===== config.mk =====
export PLATFORM = sky130hd
export DESIGN_NAME = iec_subframe_fmt
export DESIGN_NICKNAME = d
export VERILOG_FILES = /design/src/rtl/iec_fmt_pkg.sv /design/src/rtl/iec_frame_seq.sv /design/src/rtl/iec_cs_lookup.sv /design/src/rtl/iec_word_pack.sv /design/src/rtl/iec_subframe_fmt.sv
export SDC_FILE = /design/constraint.sdc
export NUM_CORES = 1
export LEC_CHECK = 0
export BUFFER_PORTS_ARGS = -buffer_cell sky130_fd_sc_hd__buf_4
export CAP_MARGIN = 30
export CORE_MARGIN = 10
export CORE_UTILIZATION = 40
export DETAILED_ROUTE_END_ITERATION = 12
export GPL_TIMING_DRIVEN = 1
export HOLD_SLACK_MARGIN = 0.06
export PLACE_DENSITY = 0.77
export SYNTH_ARGS = -nofsm -noshare
export SYNTH_HDL_FRONTEND = slang
export SYNTH_SLANG_ARGS = --single-unit

===== constraint.sdc =====
create_clock -name clk -period 2.2 [get_ports clk]
set_clock_uncertainty 0.1 [all_clocks]
set_input_delay 0.44 -clock clk [delete_from_list [all_inputs] [get_ports clk]]
set_output_delay 0.44 -clock clk [all_outputs]
set_load 0.05 [all_outputs]

===== src/rtl/iec_fmt_pkg.sv =====
package iec_fmt_pkg;

    localparam int AUDIO_W      = 24;
    localparam int WORD_W       = 32;
    localparam int BLOCK_FRAMES = 192;
    localparam int MIN_CHANS    = 2;
    localparam int MAX_CHANS    = 8;
    localparam int TPL_BYTES    = 3;
    localparam int CHNUM_BYTE   = 2;
    localparam int TPL_W        = TPL_BYTES * 8;
    localparam int FRAME_W      = $clog2(BLOCK_FRAMES);
    localparam int CHAN_W       = $clog2(MAX_CHANS);
    localparam int CNT_W        = CHAN_W + 1;
    localparam int PASS_BLK_BIT = 3;
    localparam int PASS_AUD_LSB = 4;
    localparam int PASS_FLG_LSB = PASS_AUD_LSB + AUDIO_W;

    typedef enum logic {
        MODE_PCM  = 1'b0,
        MODE_PASS = 1'b1
    } fmt_mode_e;

    typedef struct packed {
        logic [WORD_W-AUDIO_W-6:0] rsv;
        logic                      blk;
        logic                      par;
        logic                      cs;
        logic                      usr;
        logic                      vld;
        logic [AUDIO_W-1:0]        audio;
    } subframe_t;

    function automatic logic [CHAN_W-1:0] last_chan(input logic [CNT_W-1:0] cnt);
        if (cnt < CNT_W'(MIN_CHANS))
            return CHAN_W'(MIN_CHANS - 1);
        else if (cnt > CNT_W'(MAX_CHANS))
            return CHAN_W'(MAX_CHANS - 1);
        else
            return CHAN_W'(cnt - 1'b1);
    endfunction

    function automatic logic even_fill(input subframe_t w);
        return ^{w.cs, w.usr, w.vld, w.audio};
    endfunction

endpackage


===== src/rtl/iec_frame_seq.sv =====
module iec_frame_seq
    import iec_fmt_pkg::*;
(
    input  logic               clk,
    input  logic               rst,
    input  logic               clr,
    input  logic               adv,
    input  logic [CHAN_W-1:0]  chan_last,
    output logic [FRAME_W-1:0] frame_idx,
    output logic [CHAN_W-1:0]  chan_idx,
    output logic               blk_first
);

    localparam logic [FRAME_W-1:0] FRAME_LAST = FRAME_W'(BLOCK_FRAMES - 1);

    always_ff @(posedge clk) begin
        if (rst || clr) begin
            frame_idx <= '0;
            chan_idx  <= '0;
        end else if (adv) begin
            if (chan_idx >= chan_last) begin
                chan_idx  <= '0;
                frame_idx <= (frame_idx == FRAME_LAST) ? '0 : frame_idx + 1'b1;
            end else begin
                chan_idx <= chan_idx + 1'b1;
            end
        end
    end

    assign blk_first = (frame_idx == '0) && (chan_idx == '0);

endmodule


===== src/rtl/iec_cs_lookup.sv =====
module iec_cs_lookup
    import iec_fmt_pkg::*;
(
    input  logic [FRAME_W-1:0] frame_idx,
    input  logic [CHAN_W-1:0]  chan_idx,
    input  logic [TPL_W-1:0]   tpl,
    output logic               cs_bit
);

    localparam int SEL_W = FRAME_W - 3;

    logic [7:0]       stat_byte [TPL_BYTES];
    logic [SEL_W-1:0] byte_sel;
    logic [2:0]       bit_sel;

    generate
        for (genvar b = 0; b < TPL_BYTES; b++) begin : g_byte
            if (b == CHNUM_BYTE) begin : g_chnum
                assign stat_byte[b] = {4'(chan_idx) + 4'd1, tpl[b*8 +: 4]};
            end else begin : g_plain
                assign stat_byte[b] = tpl[b*8 +: 8];
            end
        end
    endgenerate

    assign byte_sel = frame_idx[FRAME_W-1:3];
    assign bit_sel  = frame_idx[2:0];

    always_comb begin
        cs_bit = 1'b0;
        for (int b = 0; b < TPL_BYTES; b++) begin
            if (byte_sel == SEL_W'(b))
                cs_bit = stat_byte[b][bit_sel];
        end
    end

endmodule


===== src/rtl/iec_word_pack.sv =====
module iec_word_pack
    import iec_fmt_pkg::*;
(
    input  fmt_mode_e          mode,
    input  logic [WORD_W-1:0]  raw,
    input  logic               cs_bit,
    input  logic               blk_first,
    output subframe_t          word
);

    always_comb begin
        word = '0;
        if (mode == MODE_PASS) begin
            word.audio = raw[PASS_AUD_LSB +: AUDIO_W];
            word.vld   = raw[PASS_FLG_LSB];
            word.usr   = raw[PASS_FLG_LSB + 1];
            word.cs    = raw[PASS_FLG_LSB + 2];
            word.par   = raw[PASS_FLG_LSB + 3];
            word.blk   = raw[PASS_BLK_BIT];
        end else begin
            word.audio = raw[AUDIO_W-1:0];
            word.vld   = 1'b0;
            word.usr   = 1'b0;
            word.cs    = cs_bit;
            word.blk   = blk_first;
            word.par   = even_fill(word);
        end
    end

endmodule


===== src/rtl/iec_subframe_fmt.sv =====
module iec_subframe_fmt
    import iec_fmt_pkg::*;
(
    input  logic               clk,
    input  logic               rst,
    input  logic [CNT_W-1:0]   cfg_chan_cnt,
    input  logic [TPL_W-1:0]   cfg_status,
    input  logic               cfg_passthru,
    input  logic               restart,
    input  logic               in_valid,
    output logic               in_ready,
    input  logic [WORD_W-1:0]  in_data,
    output logic               out_valid,
    input  logic               out_ready,
    output logic [WORD_W-1:0]  out_data
);

    fmt_mode_e          mode_q;
    fmt_mode_e          mode_req;
    logic               mode_chg;
    logic               stall;
    logic               accept;
    logic               adv;
    logic [CHAN_W-1:0]  chan_last;
    logic [FRAME_W-1:0] frame_idx;
    logic [CHAN_W-1:0]  chan_idx;
    logic               blk_first;
    logic               cs_bit;
    subframe_t          word_nxt;
    subframe_t          word_q;

    assign mode_req  = cfg_passthru ? MODE_PASS : MODE_PCM;
    assign mode_chg  = (mode_req != mode_q);
    assign stall     = restart || mode_chg;
    assign in_ready  = (!out_valid || out_ready) && !stall;
    assign accept    = in_valid && in_ready;
    assign adv       = accept && (mode_q == MODE_PCM);
    assign chan_last = last_chan(cfg_chan_cnt);

    always_ff @(posedge clk) begin
        if (rst)
            mode_q <= MODE_PCM;
        else
            mode_q <= mode_req;
    end

    iec_frame_seq i_seq (
        .clk       (clk),
        .rst       (rst),
        .clr       (stall),
        .adv       (adv),
        .chan_last (chan_last),
        .frame_idx (frame_idx),
        .chan_idx  (chan_idx),
        .blk_first (blk_first)
    );

    iec_cs_lookup i_cs (
        .frame_idx (frame_idx),
        .chan_idx  (chan_idx),
        .tpl       (cfg_status),
        .cs_bit    (cs_bit)
    );

    iec_word_pack i_pack (
        .mode      (mode_q),
        .raw       (in_data),
        .cs_bit    (cs_bit),
        .blk_first (blk_first),
        .word      (word_nxt)
    );

    always_ff @(posedge clk) begin
        if (rst) begin
            out_valid <= 1'b0;
            word_q    <= '0;
        end else if (accept) begin
            out_valid <= 1'b1;
            word_q    <= word_nxt;
        end else if (out_ready) begin
            out_valid <= 1'b0;
        end
    end

    assign out_data = word_q;

endmodule


# == After elaboration in Yosys (flattened, before gate mapping) ==
# Cells that the tools add are included.
# totals
out_inout_bits,34
regBits,42
word_cells,55
# classes
muxes,17
bitwise_logic,1
reduce_logical,15
eq_ne,4
magnitude_cmp,4
add_sub_neg,4
# ops
op,count
two-way mux 29 bit,1
parity 27 bit,1
binary-select mux 1 bit (select 3 bit),3
two-way mux 1 bit,9
two-way mux 3 bit,3
"adder 8 x 1 -> 8 bit, second input constant",1
"== test 8 bit, second input constant",1
zero test 8 bit,1
two-way mux 8 bit,1
"== test 5 x 1 -> 1 bit, second input constant",1
"== test 5 x 2 -> 1 bit, second input constant",1
zero test 5 bit,1
"adder 3 x 1 -> 4 bit, second input constant",1
"greater-than comparator 4 bit, second input constant",1
logical AND 1 bit,4
"< comparator 3 x 4 -> 1 bit, second input constant",1
"< comparator 4 x 2 -> 1 bit, second input constant",1
"adder 3 x 1 -> 3 bit, second input constant",1
greater-or-equal comparator 3 bit,1
zero test 3 bit,1
logical OR 1 bit,3
"subtractor 3 x 1 -> 3 bit, second input constant",1
zero test 1 bit,2
AND reduction 2 bit,1
3 further kinds,3

# == Longest topological paths before layout ==
# Gate-level depths: netlist of run 1.
# logic_depth
ltp_word,8
ltp_mapped,12

# == Modules after synthesis ==
# From an unflattened synthesis of run 1, not the netlist that was laid out.
# hier_totals
hier_cells,330
hier_area_um2,3156.8
# by_module_without_submodules
module,seq_area_each_um2,area_per_inst_um2,instances,cells_each
iec_subframe_fmt,680.7,1615.3,1,162
iec_frame_seq,220.2,686.9,1,84
iec_word_pack,0.0,579.3,1,59
iec_cs_lookup,0.0,275.3,1,25

# == Least setup slack after synthesis of run 1 ==
# Ideal clock, no wire load.
# synth_path
path_type,register to output
startpoint,register out_valid
endpoint,output port in_ready
setup_slack_ns,-0.148
required_time_ns,1.660
t_arrival_ns,1.808
stages_incl_launch_ff,3
cell_sequence,dfxtp_1 -> nand2b_1 -> nor3b_1
# synth_between
elab_chain_len,3
# synth_rtl
element,line_no,source
from (decl),iec_subframe_fmt.sv:13,"output logic out_valid,"
from (signal assigned),iec_subframe_fmt.sv:75,out_valid <= 1'b0;
from (signal assigned),iec_subframe_fmt.sv:78,out_valid <= 1'b1;
from (signal assigned),iec_subframe_fmt.sv:81,out_valid <= 1'b0;
zero test 1 bit,iec_subframe_fmt.sv:35,assign in_ready = (!out_valid || out_ready) && !stall;
logical OR 1 bit,iec_subframe_fmt.sv:35,
logical AND 1 bit,iec_subframe_fmt.sv:35,
to (decl),iec_subframe_fmt.sv:11,"output logic in_ready,"
# Every way passes these cells.

# == Worst setup path in the final report of run 1 ==
# layout_path
startpoint,register i_seq.frame_idx[0]
endpoint,"register word_q, in the netlist out_data[27]"
# layout_between
elab_chain_len,7
word_cells_on_any_way,11
classes_between,mux (10); reduce/logical (1)
# layout_rtl
element,line_no,source
from (decl),iec_frame_seq.sv:9,"output logic [FRAME_W-1:0] frame_idx,"
from (signal assigned),iec_frame_seq.sv:23,frame_idx <= (frame_idx == FRAME_LAST) ? '0 : frame_idx + 1'b1;
binary-select mux 1 bit (select 3 bit),iec_cs_lookup.sv:33,cs_bit = stat_byte[b][bit_sel];
two-way mux 1 bit (implied by the code),iec_cs_lookup.sv:33,
two-way mux 1 bit (2 in series),iec_cs_lookup.sv:32,if (byte_sel == SEL_W'(b))
two-way mux 1 bit *,iec_cs_lookup.sv:32,
parity 27 bit *,iec_fmt_pkg.sv:43,"return ^{w.cs, w.usr, w.vld, w.audio};"
two-way mux 29 bit *,iec_word_pack.sv:13,if (mode == MODE_PASS) begin
to (signal assigned),iec_subframe_fmt.sv:79,word_q <= word_nxt;
to (decl),iec_subframe_fmt.sv:30,subframe_t word_q;
# Every way passes the cells marked *; elsewhere a longest branch is shown, timed or not. The select of a mux whose other input is x is not followed.
# A chain may end at the register's enable or synchronous reset.

==> results of run 1 <==
## where the power goes
part	switching, W	total, W	internal (W)
clock	0.000290	0.000517	0.000227
combinational	0.000358	0.000684	0.000326
sequential	0.0000208	0.000815	0.000794
total	0.000669	0.00202	0.00135
## registers in the layout (all words and copies together), names as in the netlist
signal and flops:
out_valid 1, out_data 29, mode_q 1, i_seq.chan_idx 3
i_seq.frame_idx 8
## worst max-delay path by stage
| stage | startpoint | end | slack, ps | cells after the start |
|---|---|---|---|---|
| after global placement | cfg_chan_cnt[0] | i_seq.frame_idx[5]$_SDFFE_PP0P_ | -240 | 14 |
| after detailed placement | cfg_chan_cnt[0] | i_seq.frame_idx[7]$_SDFFE_PP0P_ | -290 | 14 |
| after global routing | i_seq.frame_idx[0]$_SDFFE_PP0P_ | out_data[27]$_SDFFE_PP0P_ | -40 | 6 |
| after CTS | i_seq.frame_idx[0]$_SDFFE_PP0P_ | out_data[27]$_SDFFE_PP0P_ | -3 | 6 |
| final | i_seq.frame_idx[0]$_SDFFE_PP0P_ | out_data[27]$_SDFFE_PP0P_ | -20 | 6 |
| after floorplan | cfg_chan_cnt[0] | i_seq.frame_idx[5]$_SDFFE_PP0P_ | -2 | 12 |
## worst max-delay path, delay by kind of cell, from the launching register on
family           cells  cell delay, ps
AND/OR/NAND/NOR      2             600
AO/OA/AOI/OAI        2             230
multiplexers         2             800
flip-flops           1             400
## cells in the final DEF, fill, tap and decap left out, types with 5 or more instances in the layout
| cell type | netlist | final |
|---|---|---|
| sky130_fd_sc_hd__a211oi_1 | 26 | 26 |
| sky130_fd_sc_hd__a21oi_1 | 13 | 11 |
| sky130_fd_sc_hd__buf_4 | 3 | 129 |
| sky130_fd_sc_hd__clkbuf_8 | 0 | 5 |
| sky130_fd_sc_hd__dfxtp_1 | 42 | 38 |
| sky130_fd_sc_hd__ha_1 | 8 | 7 |
| sky130_fd_sc_hd__inv_1 | 9 | 6 |
| sky130_fd_sc_hd__mux2i_1 | 24 | 24 |
| sky130_fd_sc_hd__nand2_1 | 12 | 12 |
| sky130_fd_sc_hd__nor2_1 | 42 | 40 |
| sky130_fd_sc_hd__o21ai_0 | 8 | 5 |
| sky130_fd_sc_hd__xnor2_1 | 23 | 23 |
| sky130_fd_sc_hd__xor2_1 | 5 | 5 |
## per-stage QoR
step | cell area [um2] | hold WS [ps] | util (%) | std cells | setup slack [ps]
detailed placement | 3550 | 352 | 58.9 | 476 | -286
CTS | 3650 | 284 | 60.5 | 484 | -2.54
global route | 3740 | 297 | 62.1 | 484 | -43.8
finish | 3740 | 288 | 62.1 | 484 | -15.9
global placement | 3550 | 341 | 58.9 | 476 | -240
floorplan | 2550 | 373 | - | 291 | -2.06
## cell families (layout without fill, tap and decap cells)
kind of cell,count (synthesis),after routing,share of synthesized area [%]
other,1,3,0.148
flip-flops,42,42,33.2
XOR/XNOR,30,30,11.2
multiplexers,32,32,14.8
AND/OR/NAND/NOR,89,89,16.6
buffers and inverters,30,148,5.28
adder cells (fa/ha/maj),8,8,3.95
AO/OA/AOI/OAI,57,57,14.9
## timing repair
item / in CTS / in global routing
setup endpoints to repair: 1 / 10
resized for setup: 4 / 20
cloned: 0 / 0
pin swaps: 0 / 9
## routing by layer
| layer | GRT usage, % | wire length, um | vias up |
|---|---|---|---|
| li1 | - | - | 1273 |
| met1 | 17.0 | 3260 | 1120 |
| met2 | 25.4 | 4040 | 62 |
| met3 | 3.11 | 406 | 10 |
| met4 | 4.74 | 142 | 0 |
| met5 | 0 | 0 | - |
## layout make-up
class	count	area, um2	share of cell area (%)
Timing Repair Buffer	131	1000	26.7
Sequential cell	42	848	22.7
Clock inverter	3	23.8	0.635
Clock buffer	5	68.8	1.84
Multi-Input combinational cell	219	1670	44.7
Tap cell	75	93.8	2.51
Inverter	9	33.8	0.903
==> flow_results.xml, run 1 <==
<?xml version="1.0" encoding="UTF-8"?>
<metrics>
  <group name="setup_path">
    <metric name="reg2reg_slack" unit="ps">-20</metric>
    <metric name="reg2regPathDepth" unit="">6</metric>
    <metric name="crit_path_start_kind" unit="">flip-flop</metric>
    <metric name="slowest_delay" unit="ps">490</metric>
    <metric name="regToRegStartpoint" unit="">i_seq.frame_idx[0]$_SDFFE_PP0P_</metric>
    <metric name="cp.arrival" unit="ps">2310</metric>
    <metric name="worstPathRequired" unit="ps">2300</metric>
    <metric name="worst-setup-path-type" unit="">reg2reg</metric>
    <metric name="critical_path.cell_chain" unit="">mux2_4, mux4_2, o21ai_1, a31oi_1, or4_1, and3_1</metric>
    <metric name="worstSetupEndpointType" unit="">flip-flop</metric>
    <metric name="worstPathMaxFanout" unit="">5</metric>
    <metric name="crit-reg2reg-capture" unit="">out_data[27]$_SDFFE_PP0P_</metric>
    <metric name="critical_path.slowest_cell" unit="">sky130_fd_sc_hd__mux4_2</metric>
  </group>
  <group name="final_layout">
    <metric name="layout.filler_cells" unit="">524</metric>
    <metric name="drive_above_1_share" unit="%">41.3</metric>
    <metric name="final_antenna_diode_count" unit="">0</metric>
    <metric name="syn_to_final_growth" unit="%">47.6</metric>
    <metric name="layout.nets" unit="">482</metric>
  </group>
  <group name="cts">
    <metric name="clk_latency" unit="ps">300</metric>
    <metric name="post-cts-setup-buffer-count" unit="">0</metric>
    <metric name="tritoncts_clock_tree" unit="">yes</metric>
    <metric name="clk_root_buffer_cell" unit="">sky130_fd_sc_hd__clkbuf_8</metric>
    <metric name="cts_inserted_buffers" unit="">5</metric>
    <metric name="postCtsHoldBufs" unit="">0</metric>
    <metric name="clockBufferDepth" unit="">2</metric>
    <metric name="clkSlewWorstSetupHoldPaths" unit="ps">90</metric>
    <metric name="htree_levels" unit="">2</metric>
    <metric name="tritoncts_sink_count" unit="">42</metric>
  </group>
  <group name="sta">
    <metric name="worst_slew_pin_slew" unit="ps">512</metric>
    <metric name="drv_slew" unit="">0</metric>
    <metric name="fmax" unit="MHz">451</metric>
    <metric name="finalWorstSetupSlack" unit="ps">-15.9</metric>
    <metric name="report.final.hold_viol_count" unit="">0</metric>
    <metric name="worst_case_headroom_to_the_max_slew_limit" unit="%">65.8</metric>
    <metric name="setup-violations-final" unit="">1</metric>
    <metric name="grt_setup_unrepaired" unit="">true</metric>
    <metric name="finalCritPeriodShare" unit="%">101</metric>
    <metric name="fin_setup_tns" unit="ps">-15.9</metric>
    <metric name="final_period_minus_worst_setup_slack" unit="ps">2220</metric>
  </group>
  <group name="routing">
    <metric name="drc" unit="">0</metric>
    <metric name="detailedRoute.firstIterationViolations" unit="">115</metric>
    <metric name="via_count" unit="">2465</metric>
    <metric name="drt_first_pass_iters" unit="">4</metric>
    <metric name="antenna_left" unit="">0</metric>
    <metric name="avgRoutedWirePerCell" unit="um">16.2</metric>
    <metric name="via_count_normalized_by_instance_count" unit="">5.09</metric>
    <metric name="finalWirelength" unit="um">7850</metric>
  </group>
  <group name="yosys">
    <metric name="ys_ff_latch" unit="">42</metric>
    <metric name="synth.lib_cells_used.distinct" unit="">43</metric>
    <metric name="synth-main-ff-cell" unit="">sky130_fd_sc_hd__dfxtp_1</metric>
    <metric name="synth_common_cells" unit="">sky130_fd_sc_hd__dfxtp_1 (42), sky130_fd_sc_hd__nor2_1 (42), sky130_fd_sc_hd__a211oi_1 (26)</metric>
    <metric name="synth.top_cell.area_share" unit="%">33.2</metric>
    <metric name="post_synth_instance_area" unit="um2">2530</metric>
    <metric name="netlist_instances" unit="">289</metric>
    <metric name="syn_area_per_cell" unit="um2">8.77</metric>
    <metric name="synthesis.yosys.warnings" unit="">0</metric>
    <metric name="synth_top_cell_by_area" unit="">sky130_fd_sc_hd__dfxtp_1</metric>
    <metric name="postSynth.asyncResetShare" unit="%">0</metric>
    <metric name="synth.yosys.seq_area_share" unit="%">33.2</metric>
    <metric name="synth.area.top_cells" unit="">sky130_fd_sc_hd__dfxtp_1 (33%), sky130_fd_sc_hd__mux2i_1 (9.5%), sky130_fd_sc_hd__xnor2_1 (7.9%)</metric>
    <metric name="number_of_enable_flip_flop_cells_after_synthesis" unit="">0</metric>
  </group>
  <group name="placement">
    <metric name="detailed_placement_wirelength_estimate" unit="um">6050</metric>
    <metric name="globalplace.congestion" unit="">0.858</metric>
    <metric name="buffer_ports.inserted" unit="">92</metric>
  </group>
  <group name="power_and_ir_drop">
    <metric name="power.density_cell_area" unit="nW/um2">539</metric>
    <metric name="power" unit="W">0.00202</metric>
    <metric name="leakagePower" unit="nW">1.58</metric>
    <metric name="vdd.ir_drop.worst" unit="V">0.000353</metric>
  </group>
  <group name="global_route">
    <metric name="grt_use_total" unit="%">14.5</metric>
    <metric name="global_route_wire_length_before_repair" unit="um">12000</metric>
    <metric name="grt_max_degree" unit="">53</metric>
    <metric name="antenna_found_initial" unit="">0</metric>
    <metric name="first_global_vias" unit="">2452</metric>
    <metric name="globalRoute.totalOverflow" unit="">0</metric>
  </group>
  <group name="die">
    <metric name="fp.coreArea" unit="um2">6030</metric>
    <metric name="floorplan.die.width" unit="um">99.6</metric>
    <metric name="chipHeight" unit="um">99.6</metric>
    <metric name="std_cell_rows" unit="">28</metric>
    <metric name="pin_count" unit="">100</metric>
    <metric name="die-area" unit="um2">9920</metric>
    <metric name="start_util" unit="%">42.1</metric>
  </group>
  <group name="outcome">
    <metric name="outcome" unit="">finished, violations left</metric>
    <metric name="failed_checks" unit="">negative setup slack</metric>
  </group>
  <group name="hold_path">
    <metric name="hold_depth" unit="">2</metric>
    <metric name="min_delay_worst_endpoint" unit="">mode_q$_SDFF_PP0_</metric>
    <metric name="min-delay-path-class" unit="">in2reg</metric>
    <metric name="min-delay-start" unit="">cfg_passthru</metric>
  </group>
  <group name="run">
    <metric name="reported_max_cap_violation_count" unit="">0</metric>
  </group>
</metrics>
Power figures use the tool's default switching activity.
==> run 2: changes to the inputs <==
--- a/config.mk
+++ b/config.mk
@@ -12,7 +12,8 @@
 export DETAILED_ROUTE_END_ITERATION = 12
 export GPL_TIMING_DRIVEN = 1
 export HOLD_SLACK_MARGIN = 0.06
-export PLACE_DENSITY = 0.77
+export PLACE_DENSITY = 0.75
 export SYNTH_ARGS = -nofsm -noshare
 export SYNTH_HDL_FRONTEND = slang
+export SYNTH_HIERARCHICAL = 1
 export SYNTH_SLANG_ARGS = --single-unit
==> run 2 against run 1 <==
The flow still finishes with violations (negative setup slack). Area after synthesis is 25% higher. Combinational power is 3% lower. Via count is 12% higher. Final cell count is 11% higher. Count of clock-buffer cells in the layout is 1 higher. Die area is 19% higher. Largest cell class unchanged. Clock power is 4.1% lower. Sequential power is 5.2% higher. Synthesized cell count is 14% higher. Non-clock buffer count is 13 lower.
==> flow_results.xml, run 2 <==
<?xml version="1.0" encoding="UTF-8"?>
<metrics>
  <group name="outcome">
    <metric name="outcome" unit="">finished, violations left</metric>
    <metric name="failed_checks" unit="">negative setup slack</metric>
  </group>
  <group name="power_and_ir_drop">
    <metric name="power.share.switching" unit="%">30.6</metric>
    <metric name="power" unit="W">0.00202</metric>
    <metric name="vdd.ir_drop.worst" unit="V">0.000287</metric>
    <metric name="sequentialPowerShare" unit="%">42.5</metric>
    <metric name="part_of_the_total_power_dissipated_in_combinational_logic" unit="%">33.0</metric>
    <metric name="leakagePower" unit="nW">1.71</metric>
    <metric name="power_report.internal_total" unit="W">0.00140</metric>
    <metric name="netSwitchingPower" unit="W">0.000617</metric>
    <metric name="clock_power_share" unit="%">24.6</metric>
    <metric name="power.density_cell_area" unit="nW/um2">472</metric>
  </group>
  <group name="yosys">
    <metric name="synth_top_cell_by_area" unit="">sky130_fd_sc_hd__dfxtp_1</metric>
    <metric name="synth.top_cell.area_share" unit="%">28.5</metric>
    <metric name="synth.yosys.seq_area_share" unit="%">28.5</metric>
    <metric name="ys_ff_latch" unit="">45</metric>
    <metric name="synth_most_common_cell" unit="">sky130_fd_sc_hd__nand2b_1</metric>
    <metric name="synth_simple_gate_area_share" unit="%">24.3</metric>
    <metric name="syn_area_per_cell" unit="um2">9.57</metric>
    <metric name="synth.lib_cells_used.distinct" unit="">50</metric>
    <metric name="compound_gate_fraction_of_synth_area" unit="%">6.34</metric>
    <metric name="synth_common_cells" unit="">sky130_fd_sc_hd__nand2b_1 (65), sky130_fd_sc_hd__dfxtp_1 (45), sky130_fd_sc_hd__mux2i_1 (34)</metric>
    <metric name="synth-main-ff-cell" unit="">sky130_fd_sc_hd__dfxtp_1</metric>
    <metric name="post_synth_fa_ha_maj_area_fraction" unit="%">3.57</metric>
    <metric name="synth.area.top_cells" unit="">sky130_fd_sc_hd__dfxtp_1 (29%), sky130_fd_sc_hd__nand2b_1 (13%), sky130_fd_sc_hd__mux2i_1 (11%)</metric>
    <metric name="synthesis.yosys.warnings" unit="">6</metric>
    <metric name="post_synth_instance_area" unit="um2">3160</metric>
    <metric name="number_of_enable_flip_flop_cells_after_synthesis" unit="">0</metric>
    <metric name="synth-xor-area-share" unit="%">7.77</metric>
    <metric name="postSynth.asyncResetShare" unit="%">0</metric>
    <metric name="netlist_instances" unit="">330</metric>
    <metric name="muxShareOfSynthArea" unit="%">23.6</metric>
    <metric name="largest_family_of_logic_cells_by_synthesized_area" unit="">simple AND/OR/NAND/NOR gates</metric>
  </group>
  <group name="cts">
    <metric name="tritoncts_clock_tree" unit="">yes</metric>
    <metric name="clockBufferDepth" unit="">2</metric>
    <metric name="clk_root_buffer_cell" unit="">sky130_fd_sc_hd__clkbuf_8</metric>
    <metric name="tritoncts_sink_count" unit="">45</metric>
    <metric name="postCtsHoldBufs" unit="">0</metric>
    <metric name="cts_inserted_buffers" unit="">5</metric>
    <metric name="htree_levels" unit="">2</metric>
    <metric name="clk_latency" unit="ps">300</metric>
    <metric name="clkSlewWorstSetupHoldPaths" unit="ps">90</metric>
  </group>
  <group name="placement">
    <metric name="globalplace.congestion" unit="">0.841</metric>
    <metric name="detailed_placement_wirelength_estimate" unit="um">6540</metric>
    <metric name="placedInstanceArea" unit="um2">4080</metric>
    <metric name="buffer_ports.inserted" unit="">95</metric>
    <metric name="place_ws" unit="ps">-761</metric>
  </group>
  <group name="routing">
    <metric name="routed_length_on_met2" unit="um">4320</metric>
    <metric name="via_count_normalized_by_instance_count" unit="">5.14</metric>
    <metric name="highest-signal-layer" unit="">met4</metric>
    <metric name="detailedRoute.firstIterationViolations" unit="">109</metric>
    <metric name="drt_first_pass_iters" unit="">4</metric>
    <metric name="antenna_left" unit="">0</metric>
    <metric name="finalWirelength" unit="um">8540</metric>
    <metric name="via_count" unit="">2764</metric>
    <metric name="met3WireLength" unit="um">792</metric>
    <metric name="met1Wirelength" unit="um">3320</metric>
    <metric name="drc" unit="">0</metric>
    <metric name="avgRoutedWirePerCell" unit="um">15.9</metric>
  </group>
  <group name="die">
    <metric name="floorplan.die.width" unit="um">109</metric>
    <metric name="std_cell_rows" unit="">32</metric>
    <metric name="pin_count" unit="">100</metric>
    <metric name="start_util" unit="%">41.1</metric>
    <metric name="chipHeight" unit="um">109</metric>
    <metric name="die-area" unit="um2">11800</metric>
    <metric name="fp.coreArea" unit="um2">7690</metric>
  </group>
  <group name="sta">
    <metric name="drv_slew" unit="">0</metric>
    <metric name="finalWorstSetupSlack" unit="ps">-524</metric>
    <metric name="worst_slew_pin_slew" unit="ps">526</metric>
    <metric name="report.final.hold_viol_count" unit="">0</metric>
    <metric name="finalCritPeriodShare" unit="%">124</metric>
    <metric name="final_period_minus_worst_setup_slack" unit="ps">2720</metric>
    <metric name="setup-violations-final" unit="">1</metric>
    <metric name="fmax" unit="MHz">367</metric>
    <metric name="grt_setup_unrepaired" unit="">true</metric>
    <metric name="final.hold.worst_slack" unit="ps">276</metric>
    <metric name="worst_case_headroom_to_the_max_slew_limit" unit="%">64.6</metric>
  </group>
  <group name="final_layout">
    <metric name="most_used_cells_in_the_layout_excluding_fill_and_tap_cells" unit="">sky130_fd_sc_hd__buf_4 (115), sky130_fd_sc_hd__nand2b_1 (65), sky130_fd_sc_hd__dfxtp_1 (42)</metric>
    <metric name="finalInstanceArea" unit="um2">4280</metric>
    <metric name="syn_to_final_growth" unit="%">35.6</metric>
    <metric name="final_core_utilization" unit="%">55.7</metric>
    <metric name="final-seq-area" unit="um2">910</metric>
    <metric name="layout.nets" unit="">511</metric>
    <metric name="multi_input_comb_area" unit="um2">2210</metric>
    <metric name="layout.filler_cells" unit="">675</metric>
    <metric name="final_antenna_diode_count" unit="">0</metric>
    <metric name="final_common_cell" unit="">sky130_fd_sc_hd__buf_4</metric>
    <metric name="drive_above_1_share" unit="%">42.4</metric>
    <metric name="largest_reg_flops" unit="">32</metric>
  </group>
  <group name="setup_path">
    <metric name="worst-setup-path-type" unit="">reg2reg</metric>
    <metric name="crit_path_start_kind" unit="">flip-flop</metric>
    <metric name="critical_path_buf_inv_count" unit="">0</metric>
    <metric name="cp.arrival" unit="ps">2860</metric>
    <metric name="worstPathMaxFanout" unit="">7</metric>
    <metric name="slowest_delay" unit="ps">520</metric>
    <metric name="worstPathRequired" unit="ps">2340</metric>
    <metric name="critical_path.slowest_cell" unit="">sky130_fd_sc_hd__mux4_2</metric>
    <metric name="crit_start" unit="">i_seq/frame_idx[1]$_SDFFE_PP0P_</metric>
    <metric name="regToRegStartpoint" unit="">i_seq/frame_idx[1]$_SDFFE_PP0P_</metric>
    <metric name="critical_path.cell_chain" unit="">mux4_2, mux2i_1, nor2_1, or3_4, xnor2_4, xnor2_2, xnor2_2, xnor3_1, o21ai_2, nand2b_1, mux2i_1</metric>
    <metric name="timing.critical_path.max_delay_family" unit="">multiplexers</metric>
    <metric name="worstSetupEndpointType" unit="">flip-flop</metric>
  </group>
  <group name="global_route">
    <metric name="grt_use_total" unit="%">13.7</metric>
    <metric name="first_global_vias" unit="">2772</metric>
    <metric name="grt_max_degree" unit="">36</metric>
    <metric name="globalRoute.totalOverflow" unit="">0</metric>
    <metric name="antenna_found_initial" unit="">0</metric>
    <metric name="global_route_wire_length_before_repair" unit="um">13200</metric>
  </group>
  <group name="run">
    <metric name="reported_max_cap_violation_count" unit="">0</metric>
  </group>
  <group name="hold_path">
    <metric name="min-delay-path-class" unit="">in2reg</metric>
    <metric name="min-delay-start" unit="">cfg_passthru</metric>
  </group>
</metrics>
[run 2: changes by cell type in the layout (fill, tap and decap cells not counted), moves of 4 or more]
cell	delta
sky130_fd_sc_hd__a211oi_1	-26
sky130_fd_sc_hd__buf_4	-14
sky130_fd_sc_hd__dfxtp_1	+4
sky130_fd_sc_hd__mux2_2	+26
sky130_fd_sc_hd__mux2_4	-4
sky130_fd_sc_hd__mux2i_1	+10
sky130_fd_sc_hd__nand2_1	-4
sky130_fd_sc_hd__nand2b_1	+62
sky130_fd_sc_hd__nand4_1	+5
sky130_fd_sc_hd__nor2_1	-33
sky130_fd_sc_hd__xnor2_1	-8
[run 2: final cells by class]
cell class                      instances  share of cell area, %
Timing Repair Buffer                  118                   21.3
Clock inverter                          1                  0.117
Tap cell                              102                   2.98
Inverter                                9                   1.02
Sequential cell                        45                   21.3
Multi-Input combinational cell        257                   51.7
Clock buffer                            6                   1.70
[run 2: repair_timing]
item                       4_1_cts  5_1_grt
pin swaps                        6       12
cloned                           0        1
setup endpoints to repair        4        9
gates resized for setup          5       16
setup buffers                    0        1
[run 2: worst reg2reg max path: stages, from the launching register on]
cell and delay, ps:
sky130_fd_sc_hd__dfxtp_4 420, sky130_fd_sc_hd__mux4_2 520, sky130_fd_sc_hd__mux2i_1 150, sky130_fd_sc_hd__nor2_1 60
sky130_fd_sc_hd__or3_4 410, sky130_fd_sc_hd__xnor2_4 160, sky130_fd_sc_hd__xnor2_2 170, sky130_fd_sc_hd__xnor2_2 130
sky130_fd_sc_hd__xnor3_1 230, sky130_fd_sc_hd__o21ai_2 130, sky130_fd_sc_hd__nand2b_1 70, sky130_fd_sc_hd__mux2i_1 120
[run 2: through the flow]
stage	std cells	setup TNS (ps)
after floorplan	332	-509
after global placement	529	-2560
after detailed placement	529	-3540
after CTS	536	-557
after global routing	538	-788
final	538	-524
[run 2: per-layer routing]
layer / track usage, % / up-vias
met5: 0 / -
met1: 14.9 / 1293
met4: 3.67 / 0
met3: 5.84 / 9
li1: - / 1362
met2: 23.9 / 100
[run 2: logic make-up after synthesis]
group	count (synthesis)
AO/OA/AOI/OAI	31
AND/OR/NAND/NOR	124
XOR/XNOR	24
other	1
adder cells (fa/ha/maj)	9
multiplexers	65
flip-flops	45
buffers and inverters	31
[run 2: worst paths after layout]
| kind | end | slack, ps | cells past startpoint |
|---|---|---|---|
| max reg2reg | out_data[27]$_SDFFE_PP0P_ | -520 | 11 |
| max | out_data[27]$_SDFFE_PP0P_ | -520 | 11 |
| min | mode_q$_SDFF_PP0_ | 280 | 2 |
| min reg2reg | out_data[13]$_SDFFE_PP0P_ | 380 | 2 |
[run 2: power by group through the flow]
stage | clock network, W | logic (W) | registers (W)
floorplan | 0 | 0.000338 | 0.000968
global placement | 0 | 0.000622 | 0.000875
detailed placement | 0 | 0.000634 | 0.000875
CTS | 0.000510 | 0.000646 | 0.000857
global route | 0.000542 | 0.000711 | 0.000860
finish | 0.000496 | 0.000665 | 0.000857
==> run 3: changes to the inputs <==
--- a/config.mk
+++ b/config.mk
@@ -12,7 +12,7 @@
 export DETAILED_ROUTE_END_ITERATION = 12
 export GPL_TIMING_DRIVEN = 1
 export HOLD_SLACK_MARGIN = 0.06
-export PLACE_DENSITY = 0.75
+export PLACE_DENSITY = 0.68
 export SYNTH_ARGS = -nofsm -noshare
 export SYNTH_HDL_FRONTEND = slang
 export SYNTH_HIERARCHICAL = 1
==> run 3 against run 2 <==
Sequential power is essentially flat. Via count increased by 0.11%. The run still ends with negative setup slack left. Worst hold slack about the same. Clock power up 6.0%.
==> flow_results.xml, run 3 (synthesis gave the netlist of run 2 again) <==
<?xml version="1.0" encoding="UTF-8"?>
<metrics>
  <group name="routing">
    <metric name="avgRoutedWirePerCell" unit="um">15.7</metric>
    <metric name="drc" unit="">0</metric>
    <metric name="drt_first_pass_iters" unit="">4</metric>
    <metric name="antenna_left" unit="">0</metric>
    <metric name="via_count_normalized_by_instance_count" unit="">5.08</metric>
    <metric name="via_count" unit="">2767</metric>
    <metric name="finalWirelength" unit="um">8570</metric>
    <metric name="detailedRoute.firstIterationViolations" unit="">64</metric>
  </group>
  <group name="die">
    <metric name="die-area" unit="um2">11800</metric>
    <metric name="pin_count" unit="">100</metric>
    <metric name="chipHeight" unit="um">109</metric>
    <metric name="floorplan.die.width" unit="um">109</metric>
    <metric name="start_util" unit="%">41.1</metric>
    <metric name="std_cell_rows" unit="">32</metric>
    <metric name="fp.coreArea" unit="um2">7690</metric>
  </group>
  <group name="setup_path">
    <metric name="worst-setup-path-type" unit="">reg2reg</metric>
    <metric name="crit_path_start_kind" unit="">flip-flop</metric>
    <metric name="worstPathRequired" unit="ps">2330</metric>
    <metric name="reg2reg_slack" unit="ps">-530</metric>
    <metric name="worstSetupEndpointType" unit="">flip-flop</metric>
    <metric name="reg2regPathDepth" unit="">11</metric>
    <metric name="regToRegStartpoint" unit="">i_seq/frame_idx[0]$_SDFFE_PP0P_</metric>
    <metric name="crit-reg2reg-capture" unit="">out_data[27]$_SDFFE_PP0P_</metric>
    <metric name="cp.arrival" unit="ps">2860</metric>
    <metric name="critical_path.endpoint" unit="">out_data[27]$_SDFFE_PP0P_</metric>
    <metric name="crit_start" unit="">i_seq/frame_idx[0]$_SDFFE_PP0P_</metric>
    <metric name="worstPathMaxFanout" unit="">5</metric>
  </group>
  <group name="sta">
    <metric name="drv_slew" unit="">0</metric>
    <metric name="worst_case_headroom_to_the_max_slew_limit" unit="%">66.4</metric>
    <metric name="setup-violations-final" unit="">4</metric>
    <metric name="report.final.hold_viol_count" unit="">0</metric>
    <metric name="fmax" unit="MHz">366</metric>
    <metric name="finalWorstSetupSlack" unit="ps">-530</metric>
    <metric name="grt_setup_unrepaired" unit="">true</metric>
    <metric name="worst_slew_pin_slew" unit="ps">500</metric>
    <metric name="final_period_minus_worst_setup_slack" unit="ps">2730</metric>
    <metric name="finalCritPeriodShare" unit="%">124</metric>
  </group>
  <group name="final_layout">
    <metric name="final_common_cell" unit="">sky130_fd_sc_hd__buf_4</metric>
    <metric name="instances_no_fill" unit="">545</metric>
    <metric name="final_antenna_diode_count" unit="">0</metric>
    <metric name="syn_to_final_growth" unit="%">36.9</metric>
    <metric name="drive_above_1_share" unit="%">43.1</metric>
    <metric name="finalInstanceArea" unit="um2">4320</metric>
    <metric name="largest_reg_flops" unit="">32</metric>
    <metric name="layout.nets" unit="">518</metric>
    <metric name="most_used_cells_in_the_layout_excluding_fill_and_tap_cells" unit="">sky130_fd_sc_hd__buf_4 (120), sky130_fd_sc_hd__nand2b_1 (65), sky130_fd_sc_hd__dfxtp_1 (42)</metric>
  </group>
  <group name="global_route">
    <metric name="global_route_wire_length_before_repair" unit="um">13400</metric>
    <metric name="first_global_vias" unit="">2830</metric>
    <metric name="globalRoute.totalOverflow" unit="">0</metric>
    <metric name="antenna_found_initial" unit="">0</metric>
    <metric name="grt_max_degree" unit="">41</metric>
    <metric name="grt_use_total" unit="%">13.7</metric>
  </group>
  <group name="outcome">
    <metric name="failed_checks" unit="">negative setup slack</metric>
    <metric name="outcome" unit="">finished, violations left</metric>
  </group>
  <group name="placement">
    <metric name="placed_cells" unit="">532</metric>
    <metric name="globalplace.congestion" unit="">0.869</metric>
    <metric name="placedInstanceArea" unit="um2">4100</metric>
    <metric name="buffer_ports.inserted" unit="">95</metric>
    <metric name="detailed_placement_wirelength_estimate" unit="um">6590</metric>
  </group>
  <group name="cts">
    <metric name="clk_root_buffer_cell" unit="">sky130_fd_sc_hd__clkbuf_8</metric>
    <metric name="clkSlewWorstSetupHoldPaths" unit="ps">80</metric>
    <metric name="clockBufferDepth" unit="">2</metric>
    <metric name="cts_inserted_buffers" unit="">5</metric>
    <metric name="tritoncts_clock_tree" unit="">yes</metric>
    <metric name="postCtsHoldBufs" unit="">0</metric>
    <metric name="clk_latency" unit="ps">300</metric>
    <metric name="htree_levels" unit="">2</metric>
    <metric name="tritoncts_sink_count" unit="">45</metric>
  </group>
  <group name="run">
    <metric name="reported_max_cap_violation_count" unit="">0</metric>
  </group>
  <group name="power_and_ir_drop">
    <metric name="leakagePower" unit="nW">1.75</metric>
    <metric name="power.density_cell_area" unit="nW/um2">473</metric>
    <metric name="vdd.ir_drop.worst" unit="V">0.000315</metric>
  </group>
  <group name="hold_path">
    <metric name="min-delay-path-class" unit="">in2reg</metric>
  </group>
</metrics>
==> run 3: worst max-delay path, stage by stage, from the launching register on <==
cell and delay (ps):
sky130_fd_sc_hd__dfxtp_4 380, sky130_fd_sc_hd__mux4_2 500, sky130_fd_sc_hd__o2111ai_1 200, sky130_fd_sc_hd__a21oi_1 60
sky130_fd_sc_hd__or3_4 430, sky130_fd_sc_hd__xnor2_4 150, sky130_fd_sc_hd__xnor2_2 170, sky130_fd_sc_hd__xnor2_2 130
sky130_fd_sc_hd__xnor3_1 220, sky130_fd_sc_hd__o21ai_1 120, sky130_fd_sc_hd__nand2b_1 70, sky130_fd_sc_hd__mux2i_1 130
==> run 3: repair_timing <==
action	CTS	global route
endpoints found under the setup margin	3	7
gates cloned	0	1
gates resized for setup	2	18
pin swaps	4	10
setup buffers	1	4
==> run 3: area by class of cell <==
type                       count  area [um2]
fill                         732        3370
multi-input combinational    257        2190
timing repair buffer         125         962
sequential                    45         910
tap                          102         128
clock buffer                   7        86.3
inverter                       9        43.8
==> run 3: layer usage <==
layer | share of wire (%) | vias up | global-route usage, %
li1 | - | 1367 | -
met1 | 39 | 1308 | 14.7
met2 | 52 | 85 | 24.2
met3 | 8.2 | 7 | 5.72
met4 | 1.2 | 0 | 3.77
met5 | 0 | - | 0
==> run 3: through the flow <==
step                      hold slack (ps)  worst slack [ps]  setup TNS [ps]  util [%]  power, W
after floorplan                       392              -509            -509         -   0.00131
after global placement                358              -671           -2300      53.3   0.00150
after detailed placement              366              -754           -2930      53.3   0.00151
after CTS                             268              -609            -609      54.7   0.00205
after global routing                  271              -655            -899      56.2   0.00215
final                                 276              -530            -557      56.2   0.00204
==> run 3: worst min-delay path by stage <==
| stage | from | to | slack (ps) | cells after the start |
|---|---|---|---|---|
| after floorplan | i_seq/chan_idx[1]$_SDFFE_PP0P_ | i_seq/chan_idx[1]$_SDFFE_PP0P_ | 390 | 2 |
| after global placement | out_data[15]$_SDFFE_PP0P_ | out_data[15]$_SDFFE_PP0P_ | 360 | 2 |
| after detailed placement | out_data[11]$_SDFFE_PP0P_ | out_data[11]$_SDFFE_PP0P_ | 370 | 2 |
| after CTS | cfg_passthru | mode_q$_SDFF_PP0_ | 270 | 2 |
| after global routing | cfg_passthru | mode_q$_SDFF_PP0_ | 270 | 2 |
| final | cfg_passthru | mode_q$_SDFF_PP0_ | 280 | 2 |
==> run 3: power by group <==
part           switching, W  internal [W]
combinational      0.000315      0.000344
sequential        0.0000167      0.000840
clock              0.000276      0.000250
total              0.000608       0.00143
